### src/rtl/bhw_pkg.sv
package bhw_pkg;

   typedef enum logic {
      ERR_PULSE = 1'b0,
      ERR_LEVEL = 1'b1
   } err_mode_e;

   localparam int unsigned MAX_TMO_W = 16;

endpackage

### src/rtl/bhw_timer.sv
module bhw_timer #(
   parameter int unsigned TMO_W          = 5,
   parameter bit          DEN_ACTIVE_LOW = 1'b0
) (
   input  logic             clk,
   input  logic             rst_n,
   input  logic             den_raw,
   input  logic [TMO_W-1:0] tmo_val,
   output logic             fire
);

   localparam logic [TMO_W-1:0] CNT_MAX = {TMO_W{1'b1}};

   logic             den_act;
   logic [TMO_W-1:0] cnt;
   logic             fired;

   // strobe polarity variant
   generate
      if (DEN_ACTIVE_LOW) begin : g_low
         assign den_act = ~den_raw;
      end else begin : g_high
         assign den_act = den_raw;
      end
   endgenerate

   // cnt holds the number of earlier consecutive edges that saw the strobe active
   assign fire = den_act && (tmo_val != '0) && (cnt == tmo_val) && !fired;

   always_ff @(posedge clk or negedge rst_n) begin
      if (!rst_n) begin
         cnt   <= '0;
         fired <= 1'b0;
      end else if (!den_act) begin
         cnt   <= '0;
         fired <= 1'b0;
      end else begin
         if (cnt != CNT_MAX) cnt <= cnt + 1'b1;
         if (fire)           fired <= 1'b1;
      end
   end

endmodule

### src/rtl/bhw_ready.sv
module bhw_ready (
   input  logic clk,
   input  logic rst_n,
   input  logic fire,
   input  logic rdy_en,
   output logic rdy_o
);

   always_ff @(posedge clk or negedge rst_n) begin
      if (!rst_n) rdy_o <= 1'b0;
      else        rdy_o <= fire & rdy_en;
   end

endmodule

### src/rtl/bhw_err.sv
module bhw_err
   import bhw_pkg::*;
#(
   parameter int unsigned PULSE_CYC = 2
) (
   input  logic clk,
   input  logic rst_n,
   input  logic fire,
   input  logic err_en,
   input  logic err_level,
   input  logic tmo_rd,
   output logic berr_o
);

   err_mode_e mode;
   logic      hit_pulse;
   logic      hit_level;
   logic      pulse_on;
   logic      level_q;

   assign mode      = err_mode_e'(err_level);
   assign hit_pulse = fire & err_en & (mode == ERR_PULSE);
   assign hit_level = fire & err_en & (mode == ERR_LEVEL);

   // pulse stretcher variant: a single flop or a down-counter
   generate
      if (PULSE_CYC == 1) begin : g_one
         logic p_q;
         always_ff @(posedge clk or negedge rst_n) begin
            if (!rst_n) p_q <= 1'b0;
            else        p_q <= hit_pulse;
         end
         assign pulse_on = p_q;
      end else begin : g_cnt
         localparam int unsigned     PCNT_W = $clog2(PULSE_CYC + 1);
         localparam logic [PCNT_W-1:0] PLOAD = PCNT_W'(PULSE_CYC);
         logic [PCNT_W-1:0] pcnt;
         always_ff @(posedge clk or negedge rst_n) begin
            if (!rst_n)              pcnt <= '0;
            else if (hit_pulse)      pcnt <= PLOAD;
            else if (pcnt != '0)     pcnt <= pcnt - 1'b1;
         end
         assign pulse_on = (pcnt != '0);
      end
   endgenerate

   // latched level: a new timeout wins over a read in the same cycle
   always_ff @(posedge clk or negedge rst_n) begin
      if (!rst_n)         level_q <= 1'b0;
      else if (hit_level) level_q <= 1'b1;
      else if (tmo_rd)    level_q <= 1'b0;
   end

   assign berr_o = pulse_on | level_q;

endmodule

### src/rtl/bus_hang_watchdog.sv
module bus_hang_watchdog
   import bhw_pkg::*;
#(
   parameter int unsigned TMO_W          = 5,
   parameter int unsigned PULSE_CYC      = 2,
   parameter bit          DEN_ACTIVE_LOW = 1'b0
) (
   input  logic             clk,
   input  logic             rst_n,
   input  logic             den,
   input  logic             rdy_en,
   input  logic             err_en,
   input  logic             err_level,
   input  logic [TMO_W-1:0] tmo_val,
   input  logic             tmo_rd,
   output logic             rdy_o,
   output logic             berr_o
);

   // elaboration-time parameter checks
   generate
      if (TMO_W < 1 || TMO_W > MAX_TMO_W) begin : g_bad_tmo_w
         $error("bus_hang_watchdog: TMO_W out of range");
      end
      if (PULSE_CYC < 1 || PULSE_CYC > 64) begin : g_bad_pulse
         $error("bus_hang_watchdog: PULSE_CYC out of range");
      end
   endgenerate

   logic fire;

   bhw_timer #(
      .TMO_W          (TMO_W),
      .DEN_ACTIVE_LOW (DEN_ACTIVE_LOW)
   ) i_timer (
      .clk     (clk),
      .rst_n   (rst_n),
      .den_raw (den),
      .tmo_val (tmo_val),
      .fire    (fire)
   );

   bhw_ready i_ready (
      .clk    (clk),
      .rst_n  (rst_n),
      .fire   (fire),
      .rdy_en (rdy_en),
      .rdy_o  (rdy_o)
   );

   bhw_err #(
      .PULSE_CYC (PULSE_CYC)
   ) i_err (
      .clk       (clk),
      .rst_n     (rst_n),
      .fire      (fire),
      .err_en    (err_en),
      .err_level (err_level),
      .tmo_rd    (tmo_rd),
      .berr_o    (berr_o)
   );

endmodule

### config.mk
export PLATFORM = sky130hd
export DESIGN_NAME = bus_hang_watchdog
export DESIGN_NICKNAME = d
export VERILOG_FILES = /design/src/rtl/bhw_pkg.sv /design/src/rtl/bhw_timer.sv /design/src/rtl/bhw_ready.sv /design/src/rtl/bhw_err.sv /design/src/rtl/bus_hang_watchdog.sv
export SDC_FILE = /design/constraint.sdc
export NUM_CORES = 1
export LEC_CHECK = 0
export ABC_AREA = 0
export BUFFER_PORTS_ARGS = -buffer_cell sky130_fd_sc_hd__buf_2
export CORE_AREA = 2 2 39 41
export DETAILED_ROUTE_END_ITERATION = 6
export DIE_AREA = 0 0 41 43
export PLACE_DENSITY = 0.72
export SETUP_SLACK_MARGIN = 0.4
export SYNTH_ARGS = -nofsm -noshare
export SYNTH_HDL_FRONTEND = slang
export SYNTH_SLANG_ARGS = --single-unit
### constraint.sdc
create_clock -name clk -period 4.9 [get_ports clk]
set_clock_uncertainty 0.15 [all_clocks]
set_input_delay 0.49 -clock clk [delete_from_list [all_inputs] [get_ports clk]]
set_output_delay 0.49 -clock clk [all_outputs]
set_load 0.01 [all_outputs]
Word level (Yosys, flattened, before mapping)

Cells that the tools add are included.

Output and inout bits: 2
Register bits after elaboration: 10
Logic and storage cells: 33
Input bits: 12

Equality and inequality tests: 4
Add/sub/neg operators: 2
Muxes and demuxes: 8
Reduce and logical (&&, ||, !) cells: 8
Bitwise logic cells: 6

Operators with widths:

| operator                                              | number |
|---|---|
| 2-to-1 mux 5 bit                                      | 2 |
| nonzero test 2 bit                                    | 3 |
| adder 5 x 1 -> 5 bit, second input constant           | 1 |
| == test 5 bit                                         | 1 |
| inequality test 5 bit, second input constant          | 1 |
| nonzero test 5 bit                                    | 1 |
| AND 1 bit                                             | 4 |
| 2-to-1 mux 1 bit                                      | 4 |
| 2-to-1 mux 2 bit                                      | 2 |
| inequality test 2 x 1 -> 1 bit, second input constant | 2 |
| logical AND 1 bit                                     | 3 |
| subtractor 2 x 1 -> 2 bit, second input constant      | 1 |
| logical NOT 1 bit                                     | 1 |
| inverter 1 bit                                        | 1 |
| OR 1 bit                                              | 1 |

Depth between registers and ports, before layout

Gate-level depths: netlist (run 1).

Depth in word-level cells: 7
Mapped depth: 6
Mapped depth without buffers: 6

By module

Synthesis (run 1) repeated with hierarchy kept, for this count alone.

Cell total of the unflattened synthesis: 52
Area total of the unflattened synthesis: 533.0 um2

By module, submodules not included:

| module    | cells each | sequential area each (um2) | area each (um2) | instances |
|---|---|---|---|---|
| bhw_timer | 34         | 150.1                      | 351.6           | 1 |
| bhw_err   | 16         | 75.1                       | 150.1           | 1 |
| bhw_ready | 2          | 25.0                       | 31.3            | 1 |

Worst setup path before layout (run 1)

OpenSTA, ideal clock, no wires.

Path kind: register to register
Start point: register i_timer.cnt[0]
End point: register i_timer.cnt[3]
Path buffers: 0
Setup time: 119 ps
Cell stages (with the launch flop): 7
Period minus slack after synthesis: 1,774 ps
Data required time: 4,631 ps
Slack: 3,126 ps
Data arrival time: 1,505 ps
Cell sequence: dfrtp_1 ha_1 and3_2 ha_1 nand4b_1 xnor2_1 and2_1

Cells in the longest elaborated chain, start to end: 3
Elaborated cells on any way between the ends: 5
Those cells by class: add/sub (1); eq/ne (2); mux (2)

RTL lines:

| element                | line            | source |
|---|---|---|
| from (decl)            | bhw_timer.sv:15 | `logic [TMO_W-1:0] cnt;` |
| from (signal assigned) | bhw_timer.sv:38 | `if (cnt != CNT_MAX) cnt <= cnt + 1'b1;` |
| adder 5 x 1 -> 5 bit   | bhw_timer.sv:38 |  |
| 2-to-1 mux 5 bit       | bhw_timer.sv:38 |  |
| 2-to-1 mux 5 bit       | bhw_timer.sv:34 | `end else if (!den_act) begin` |

Parallel ways exist; a longest one is shown, timed or not. The select of a mux whose other input is x is not followed.
A chain may end at the register's enable or synchronous reset.

Worst setup path after layout (run 1)

Ends and elaborated chain as after synthesis.

==> impl_results.md, run 1 <==
* Hold WC Path Type: input pin to flop
* Layout cell share with drive strength beyond 1 at 0.313
* Clock sinks at 10
* Clk slew on worst S/H paths at 0.06 ns
* CP startpoint: i_timer.cnt[0]$_DFFE_PN0P_
* Min-delay src: rdy_en
* Gr ovfl total at 0
* Fin. max-slew vios at 0
* TritonCTS clock tree: yes
* DPL Wire Length at between 700 and 800 µm
* Die width at ~41 µm
* Synth area leaders: dfrtp_1, xnor2_1, ha_1
* Area of the mapped netlist at between 500 and 600 µm²
* Synth top area share at 0.446
* Final wirelength at 950 µm
* Post-CTS Setup Repair Bufs at 0
* CTS Buffer Depth at 2
* Power Density at approximately 350 nW/µm²
* # DRC at 0
* Area delta synth->final at 22.8%
* H-tree depth at 1
* Post-Synth Simple-Gate Area at 0.188
* Mapped Cells at 50
* Resized Gates After CTS at 0
* Hold Vio Cnt, Final at 0
* Crit start category: flop
* Adder-cell area share of the yosys netlist at 0.0670
* Max_cap viols at 0
* Post-synthesis xor/xnor area fraction at 0.125
* Placed cell count at slightly below 80
* # IOs at 14
* Register area at ~250 µm²
* Post-CTS Hold Fix Bufs at 1
* Core outline area at between 1000 and 1500 µm²
* Via count at 411
* Pin count of the biggest net entering global routing at 11
* Count leader, synth: dfrtp_1
* Syn. warnings at 0
* Final TNS setup at 0 ns
* Largest family of logic cells by synthesized area: simple AND/OR/NAND/NOR gates
* Routed WL per cell at 11.4 µm
* Compound-Gate Fraction of Synth Area at 0.112
* Footprint of the multi-input gates at between 200 and 300 µm²
* Number of CTS-inserted buffers at 3
* VDD IR max at ~150 µV
* Top sig layer: met3
* Worst Tran Pin Value at 0.322 ns
* Ys flop type: dfrtp_1
* Most frequent cells after synthesis: dfrtp_1, xnor2_1, and2_1, ha_1, inv_1
* Average size of a mapped cell at roughly 11 µm²
* CP peak stage delay at ~0.45 ns
* Post-synth ARST share at 1.00
* Die Height at about 43 µm
* Seq/Total Area, Yosys at 0.446
* Worst path slowest cell: dfrtp_1
* Via density at just under 5
* RSZ-0062 raised after global routing: no
* Total track usage at 0.136
* Initial antenna violation count at 0
* Fin cells at just over 80
* CTS root buf: clkbuf_4
* Filler cells at approximately 140
* Metal3 WL at 34 µm
* FF-to-FF Start: i_timer.cnt[0]$_DFFE_PN0P_
* Metal-1 WL at ~390 µm
* Multiplexer area fraction after synthesis at 0.0357
* Status: finished, final reports clean
* Setup violations, final at 0
* Placer Congestion at about 0.67
* Critical path data arrival time at around 1.9 ns
* Most area-hungry cell type in the Yosys netlist: dfrtp_1
* Layout Nets at 83
* Static Leak at 0.329 nW
* DIE AREA at about 1800 µm²
* Req. time, crit path at between 4 and 5 ns
* Iter 0 DRT Violations at 3
* Routed Antenna Nets at 0
* Vias in the first global route at 437
* Crit Path Class: flop to flop
* ANT cells at 0
* Crit. End Element: flop
* # rows at 14
* Initial core utilization at 0.405
* Yosys reg bits at 10
* IO Port Bufs at 13
* EDFF count, synth at 0
* Crit-path cells: ha_1 > and3_2 > ha_1 > nand4b_1 > xnor2_1 > and2_1
* Pre-antenna DRT Iters at 3
* F_max at about 0.53 GHz
* Most frequent cell on the critical path: ha_1
* Met2 WL at about 520 µm
* Tcrit/Tclk final at 0.384
* Slew HR at 0.785
* Worst skew pair latency at around 0.26 ns
* Hold_ws at 0.358 ns
* Clock period minus worst slack at between 1.5 and 2 ns
* First-pass GRT wire length at 1650 µm
* Crit Path Max Fanout at 5
* Synthesized net count at 65
* Total Power at approximately 0.24 mW
* Synth unique cells at 24
## power breakdown
part	switching [mW]	internal (mW)
registers	0.00823	0.0945
clock network	0.0257	0.0450
logic	0.0348	0.0345
## cell usage in the layout, fill, tap and decap left out
cell type,synthesis,layout
ha_1,3,3
xor2_1,1,1
buf_2,0,13
o21a_1,1,1
nor2_1,1,1
nand4_1,1,1
mux2i_1,2,2
nand2_1,2,2
nand4b_1,1,1
dlygate4sd3_1,0,1
a31oi_1,1,1
and2_1,3,3
and4b_1,2,2
clkbuf_8,0,1
and3_2,1,1
a22o_2,1,1
inv_1,3,3
a21oi_2,1,1
nand2b_1,2,2
dfrtp_1,10,10
clkbuf_4,0,3
xnor2_1,7,7
nor3b_1,1,1
o41ai_2,1,1
nor2b_1,2,2
a31o_1,1,1
o21ai_0,1,1
## worst paths after layout
| kind | endpoint | slack (ns) | depth (start not counted) |
|---|---|---|---|
| setup / recovery | i_timer.cnt[3]$_DFFE_PN0P_ | 3.02 | 6 |
| hold / removal | i_ready.rdy_o$_DFF_PN0_ | 0.36 | 2 |
| setup reg to reg | i_timer.cnt[3]$_DFFE_PN0P_ | 3.02 | 6 |
| hold reg to reg | i_err.level_q$_DFFE_PN0P_ | 0.37 | 1 |
| max in group asynchronous | i_ready.rdy_o$_DFF_PN0_ | 3.95 | 2 |
| min in group asynchronous | i_timer.cnt[3]$_DFFE_PN0P_ | 0.46 | 2 |
## through the flow
stage                     cell area (µm²)  worst slack (ns)  utilization
after floorplan                       561              3.13            -
after global placement                642              3.07        0.464
after detailed placement              642              3.02        0.464
after CTS                             688              3.01        0.497
after global routing                  688              2.95        0.497
final                                 688              3.02        0.497
## metal layers
layer / vias to the layer above / global-route usage
met5: - / 0
met4: 0 / 0.0400
met3: 0 / 0.0471
met2: 9 / 0.241
met1: 192 / 0.141
li1: 210 / -
## cell families (layout without fill, tap and decap cells)
kind of cell	count (synthesis)	in the layout
buf+inv	4	21
compound gates	7	7
mux	2	2
fa+ha+maj	3	3
simple gates	16	16
xor+xnor	8	8
flops	10	10
## state kept, by name, indices dropped and copies added (netlist names)
| register | count |
|---|---|
| i_err.level_q | 1 |
| i_timer.fired | 1 |
| i_ready.rdy_o | 1 |
| i_timer.cnt | 5 |
| i_err.g_cnt.pcnt | 2 |
## layout make-up
class / count / area share
Inverter: 3 / 0.0164
Clock buffer: 4 / 0.0527
Sequential cell: 10 / 0.364
Tap cell: 16 / 0.0291
Timing Repair Buffer: 14 / 0.109
Multi-Input combinational cell: 36 / 0.429
## worst max-delay path: cells and delay by family (launching register included)
kind | cells | cell delay (ns)
XOR/XNOR | 1 | 0.14
adder cells (fa/ha/maj) | 2 | 0.49
flip-flops | 1 | 0.45
AND/OR/NAND/NOR | 3 | 0.55
Note: power is estimated with default switching activity, not from simulation.
==> inputs of run 2 (changes only) <==
==> constraint.sdc (replaced) <==
create_clock -name clk -period 1.9 [get_ports clk]
set_clock_uncertainty 0.15 [all_clocks]
set_input_delay 0.19 -clock clk [delete_from_list [all_inputs] [get_ports clk]]
set_output_delay 0.19 -clock clk [all_outputs]
set_load 0.01 [all_outputs]
==> run 2 against run 1 <==
  * Count of clock-buffer cells in the layout unchanged
  * Utilization increased by 8.0 points
  * Largest power group unchanged
  * Final area grew 16%
  * Flip-flop and latch count unchanged
  * Critical path type unchanged
  * Fmax is 13% higher
  * Worst hold slack got worse by 0.31 ns
==> impl_results.md, run 2 (same netlist as run 1, synthesis figures left out) <==
* Static Leak at about 0.36 nW
* Clock sinks at 10
* Hold Path Depth at 2
* Initial core utilization at 0.405
* Crit-path cells: ha_4 > and3_4 > ha_4 > nand4b_1 > xnor2_1 > and2_1
* Slew HR at 0.754
* Max FFs per register at 5
* Clock period minus worst slack at between 1.5 and 2 ns
* Critical path data arrival time at between 1.5 and 2 ns
* Crit start category: flop
* Pre-antenna DRT Iters at 4
* F_max at around 0.60 GHz
* CP peak stage delay at 0.43 ns
* Placer Congestion at 0.700
* FF-to-FF Start: i_timer.cnt[1]$_DFFE_PN0P_
* Via density at 5.06
* Worst Tran Pin Value at between 0.3 and 0.4 ns
* Worst skew pair latency at between 0.2 and 0.3 ns
* Area delta synth->final at 42.4%
* IO Port Bufs at 13
* Crit. End Element: flop
* Gr ovfl total at 0
* Crit Path Class: flop to flop
* Min-delay src: rdy_en
* Fin. max-slew vios at 0
* VDD IR max at about 370 µV
* CTS Buffer Depth at 2
* Setup violations, final at 0
* GRT met3 Usage at 0.0628
* Final wirelength at 1200 µm
* Vias in the first global route at 419
* Layout cell share with drive strength beyond 1 at 0.452
* Largest Register: i_timer.cnt
* RSZ-0062 raised after global routing: yes
* Reg2reg setup slack at ~0.24 ns
* Layout Nets at 89
* ANT cells at 0
* Worst path slowest cell: dfrtp_1
* Via count at 450
* DIE AREA at around 1800 µm²
* Number of CTS-inserted buffers at 3
* R2r endpoint: i_timer.cnt[3]$_DFFE_PN0P_
* Core outline area at ~1400 µm²
* # IOs at 14
* CTS root buf: clkbuf_4
* Die width at roughly 41 µm
* Clk slew on worst S/H paths at roughly 0.07 ns
* Filler cells at 119
* Power Density at between 800 and 900 nW/µm²
* Most Crowded Layer GR: met2
* Worst Hold End: i_ready.rdy_o$_DFF_PN0_
* First-pass GRT wire length at about 1900 µm
* Met2 Use GR at 0.247
* Status: finished, final reports clean
* Die Height at around 43 µm
* Max_cap viols at 0
* # rows at 14
* Iter 0 DRT Violations at 1
* Hold WC Path Type: input pin to flop
* Most frequent cell on the critical path: ha_4
* Final core utilization at 0.577
* Most common cell after layout, fill and taps aside: buf_2
* Hold Vio Cnt, Final at 0
* Final TNS setup at 0 ns
* TritonCTS clock tree: yes
* Cells on worst reg2reg path at 6
* # DRC at 0
* Routed Antenna Nets at 0
* Most frequent cells in the layout: buf_2, dfrtp_1, buf_4, xnor2_1
* Total track usage at 0.165
* DPL Wire Length at roughly 760 µm
* Met1 Resource Use GR at 0.199
* Routed WL per cell at 13.5 µm
* Family with the most delay on the worst path: simple AND/OR/NAND/NOR gates
* CP bufs+invs at 0
* Largest regs: i_timer.cnt (5), i_err.g_cnt.pcnt (2)
* Tcrit/Tclk final at 0.876
* Initial antenna violation count at 0
* Req. time, crit path at 1.91 ns
* Pin count of the biggest net entering global routing at 11
* Crit Path Max Fanout at 4
* H-tree depth at 1
[run 2: worst max-delay path by stage]
stage               cells past startpoint  slack, ns                         end                        from
finish                                  6       0.24  i_timer.cnt[3]$_DFFE_PN0P_  i_timer.cnt[1]$_DFFE_PN0P_
detailed placement                      6       0.19  i_timer.cnt[3]$_DFFE_PN0P_  i_timer.cnt[0]$_DFFE_PN0P_
floorplan                               6       0.26  i_timer.cnt[3]$_DFFE_PN0P_  i_timer.cnt[0]$_DFFE_PN0P_
CTS                                     6       0.27  i_timer.cnt[3]$_DFFE_PN0P_  i_timer.cnt[0]$_DFFE_PN0P_
global route                            6       0.17  i_timer.cnt[3]$_DFFE_PN0P_  i_timer.cnt[1]$_DFFE_PN0P_
global placement                        6       0.23  i_timer.cnt[3]$_DFFE_PN0P_  i_timer.cnt[0]$_DFFE_PN0P_
[run 2: per-layer routing]
layer / share of wire / vias up
met5: 0 / -
met1: 0.44 / 223
met3: 0.023 / 0
li1: - / 221
met4: 0 / 0
met2: 0.53 / 6
[run 2: power breakdown]
group	switching, mW	internal (mW)
sequential	0.0190	0.244
clock	0.0785	0.116
combinational	0.107	0.128
total	0.204	0.488
[run 2: layout make-up]
type                       count  area [µm²]  area share
inverter                       3        11.3      0.0141
timing repair buffer          20         120       0.150
sequential                    10         251       0.315
clock buffer                   4        36.3      0.0455
multi-input combinational     36         359       0.450
tap                           16        20.0      0.0251
[run 2: timing repair]
action / in CTS / in global routing
gates resized for setup: 2 / 5
endpoints found under the setup margin: 5 / 10
setup buffers: 3 / 3
pin swaps: 3 / 6
endpoints found under the hold margin: 10 / 0
hold buffers: 1 / 0
[run 2: per-stage QoR]
| stage | setup WS, ns | hold slack (ns) | area (µm²) | cells | power [mW] |
|---|---|---|---|---|---|
| after floorplan | 0.261 | -0.256 | 579 | 50 | 0.389 |
| after global placement | 0.225 | -0.0929 | 661 | 78 | 0.435 |
| after detailed placement | 0.191 | -0.0886 | 661 | 78 | 0.439 |
| after CTS | 0.267 | 0.0422 | 741 | 86 | 0.645 |
| after global routing | 0.166 | 0.0620 | 798 | 89 | 0.741 |
| final | 0.236 | 0.0516 | 798 | 89 | 0.692 |
[run 2: worst register-to-register path, stage by stage, from the launching register on]
cell	delay, ns
dfrtp_1	0.43
ha_4	0.18
and3_4	0.15
ha_4	0.16
nand4b_1	0.20
xnor2_1	0.15
and2_1	0.13
==> inputs of run 3 (changes only) <==
--- a/config.mk
+++ b/config.mk
@@ -7,9 +7,9 @@
 export LEC_CHECK = 0
 export ABC_AREA = 0
 export BUFFER_PORTS_ARGS = -buffer_cell sky130_fd_sc_hd__buf_2
-export CORE_AREA = 2 2 39 41
+export CORE_AREA = 4 4 41 43
 export DETAILED_ROUTE_END_ITERATION = 6
-export DIE_AREA = 0 0 41 43
+export DIE_AREA = 0 0 45 47
 export PLACE_DENSITY = 0.72
 export SETUP_SLACK_MARGIN = 0.4
 export SYNTH_ARGS = -nofsm -noshare
==> run 3 against run 2 <==
  * Wire length fell by 3.3%
  * Non-clock buffer count fell by 3
  * First-iteration DRC count rose by 100%
  * Critical path depth did not move
  * Flip-flop and latch count did not move
  * Sequential power barely moved
  * Critical path type unchanged
  * Highest routed layer is now met4
==> impl_results.md, run 3 (same netlist as run 1, synthesis figures left out) <==
* Area delta synth->final at 39.7%
* Tcrit/Tclk final at 0.839
* Gr ovfl total at 0
* Clk slew on worst S/H paths at approximately 0.070 ns
* Die width at 45 µm
* Hold Vio Cnt, Final at 0
* Via density at 4.95
* Filler cells at 101
* Layout cell share with drive strength beyond 1 at 0.443
* First-pass GRT wire length at between 1500 and 2000 µm
* IO Port Bufs at 13
* Internal power at between 0.4 and 0.5 mW
* Iter 0 DRT Violations at 2
* Clock share of power at 0.287
* Met1 Resource Use GR at 0.143
* Crit-path cells: ha_4 > and3_4 > ha_4 > nand4b_1 > xnor2_1 > and2_1
* Sequential cell fraction of total power at 0.385
* CTS root buf: clkbuf_4
* Final wirelength at ~1200 µm
* Core outline area at between 1000 and 1500 µm²
* Comb pwr share at 0.327
* Largest regs: i_timer.cnt (5), i_err.g_cnt.pcnt (2)
* Req. time, crit path at ~1.9 ns
* Worst skew pair latency at around 0.28 ns
* GRT met3 Usage at 0.0498
* FF-to-FF Start: i_timer.cnt[0]$_DFFE_PN0P_
* Clock sinks at 10
* Slew HR at 0.794
* Routed WL per cell at 13.6 µm
* Crit start category: flop
* Worst Tran Pin Value at 0.307 ns
* Initial antenna violation count at 0
* Pre-antenna DRT Iters at 4
* Crit. End Element: flop
* DPL Wire Length at 791 µm
* Number of CTS-inserted buffers at 3
* DIE AREA at roughly 2100 µm²
* Status: finished, final reports clean
* Pin count of the biggest net entering global routing at 11
* Clock period minus worst slack at 1.59 ns
* F_max at about 0.63 GHz
* ANT cells at 0
* Total track usage at 0.131
* Most frequent cells in the layout: buf_2, dfrtp_1, xnor2_1
* Final core utilization at 0.602
* Power Density at just under 900 nW/µm²
* Worst path slowest cell: dfrtp_2
* # DRC at 0
* Crit Path Class: flop to flop
* Register area at roughly 250 µm²
* Final instance area at about 780 µm²
* Critical path data arrival time at around 1.6 ns
* Most common cell after layout, fill and taps aside: buf_2
* Fin cells at 85
* Largest Register: i_timer.cnt
* Family with the most delay on the worst path: simple AND/OR/NAND/NOR gates
* Placed cell count at 77
* Vias in the first global route at 435
* Routed Antenna Nets at 0
* CTS Buffer Depth at 2
* Via count at 421
* DP Area at roughly 660 µm²
* Min-delay src: rdy_en
* H-tree depth at 1
* Placer Congestion at between 0.7 and 0.8
* Pre-CTS setup slack at ~0.21 ns
* Initial core utilization at 0.431
* CP bufs+invs at 0
* Static Leak at 0.344 nW
* Footprint of the multi-input gates at around 360 µm²
* Net Sw Frac at 0.304
* RSZ-0062 raised after global routing: yes
* Fin. max-slew vios at 0
* Setup violations, final at 0
* # rows at 13
* Most frequent cell on the critical path: ha_4
* Met2 Use GR at 0.203
* CP peak stage delay at ~0.43 ns
* Final TNS setup at 0 ns
* TritonCTS clock tree: yes
* Die Height at 47 µm
* Switching Power at 0.210 mW
* Layout Nets at 86
* CP startpoint: i_timer.cnt[0]$_DFFE_PN0P_
* Hold WC Path Type: input pin to flop
* # IOs at 14
* Most Crowded Layer GR: met2
* Max FFs per register at 5
* VDD IR max at a little under 400 µV
* Crit Path Max Fanout at 3
* Post-route setup slack at between 0.3 and 0.4 ns
* Max_cap viols at 0
-- run 3: cell types whose count changed in the layout (fill, tap and decap cells not counted) --
cell and delta:
o41ai_2 -1, buf_4 -4, xnor2_2 -1, inv_2 +1, o41ai_4 +1, dfrtp_2 +1
xnor2_1 +1, dfrtp_1 -1, buf_6 +1, inv_1 -1
-- run 3: path summary, 6_finish.rpt --
check / slack [ns] / depth (start not counted) / to
worst max-delay path: 0.31 / 6 / i_timer.cnt[3]$_DFFE_PN0P_
worst min-delay path: 0.04 / 2 / i_ready.rdy_o$_DFF_PN0_
worst max register to register: 0.31 / 6 / i_timer.cnt[3]$_DFFE_PN0P_
worst min register to register: 0.37 / 1 / i_err.level_q$_DFFE_PN0P_
max in group asynchronous: 1.25 / 2 / i_timer.cnt[0]$_DFFE_PN0P_
min in group asynchronous: 0.15 / 2 / i_ready.rdy_o$_DFF_PN0_
-- run 3: power by group through the flow --
stage	registers [mW]	logic (mW)	clock network, mW
floorplan	0.265	0.124	0
global placement	0.268	0.165	0
detailed placement	0.269	0.172	0
CTS	0.264	0.189	0.204
global route	0.272	0.259	0.212
finish	0.266	0.226	0.199
-- run 3: per-layer routing --
layer	routed length (µm)	vias to the layer above
met4	30	0
li1	-	215
met5	0	-
met3	36	3
met1	468	195
met2	625	8
-- run 3: cell type report --
class	count	share of cell area
timing repair buffer	17	0.129
tap	15	0.0240
inverter	3	0.0144
sequential	10	0.323
clock buffer	4	0.0463
multi-input combinational	36	0.463
-- run 3: metrics by stage --
step | hold slack [ns] | total power, mW
floorplan | -0.256 | 0.389
CTS | 0.0324 | 0.657
finish | 0.0362 | 0.691
global route | 0.0516 | 0.744
detailed placement | -0.0893 | 0.441
global placement | -0.0911 | 0.433
-- run 3: repair_timing --
item | in CTS | in global routing
endpoints found under the setup margin | 6 | 11
hold endpoints to repair | 10 | 0
gates resized for setup | 3 | 7
buffers inserted | 3 | 0
pin swaps | 3 | 4
hold buffers | 1 | 0
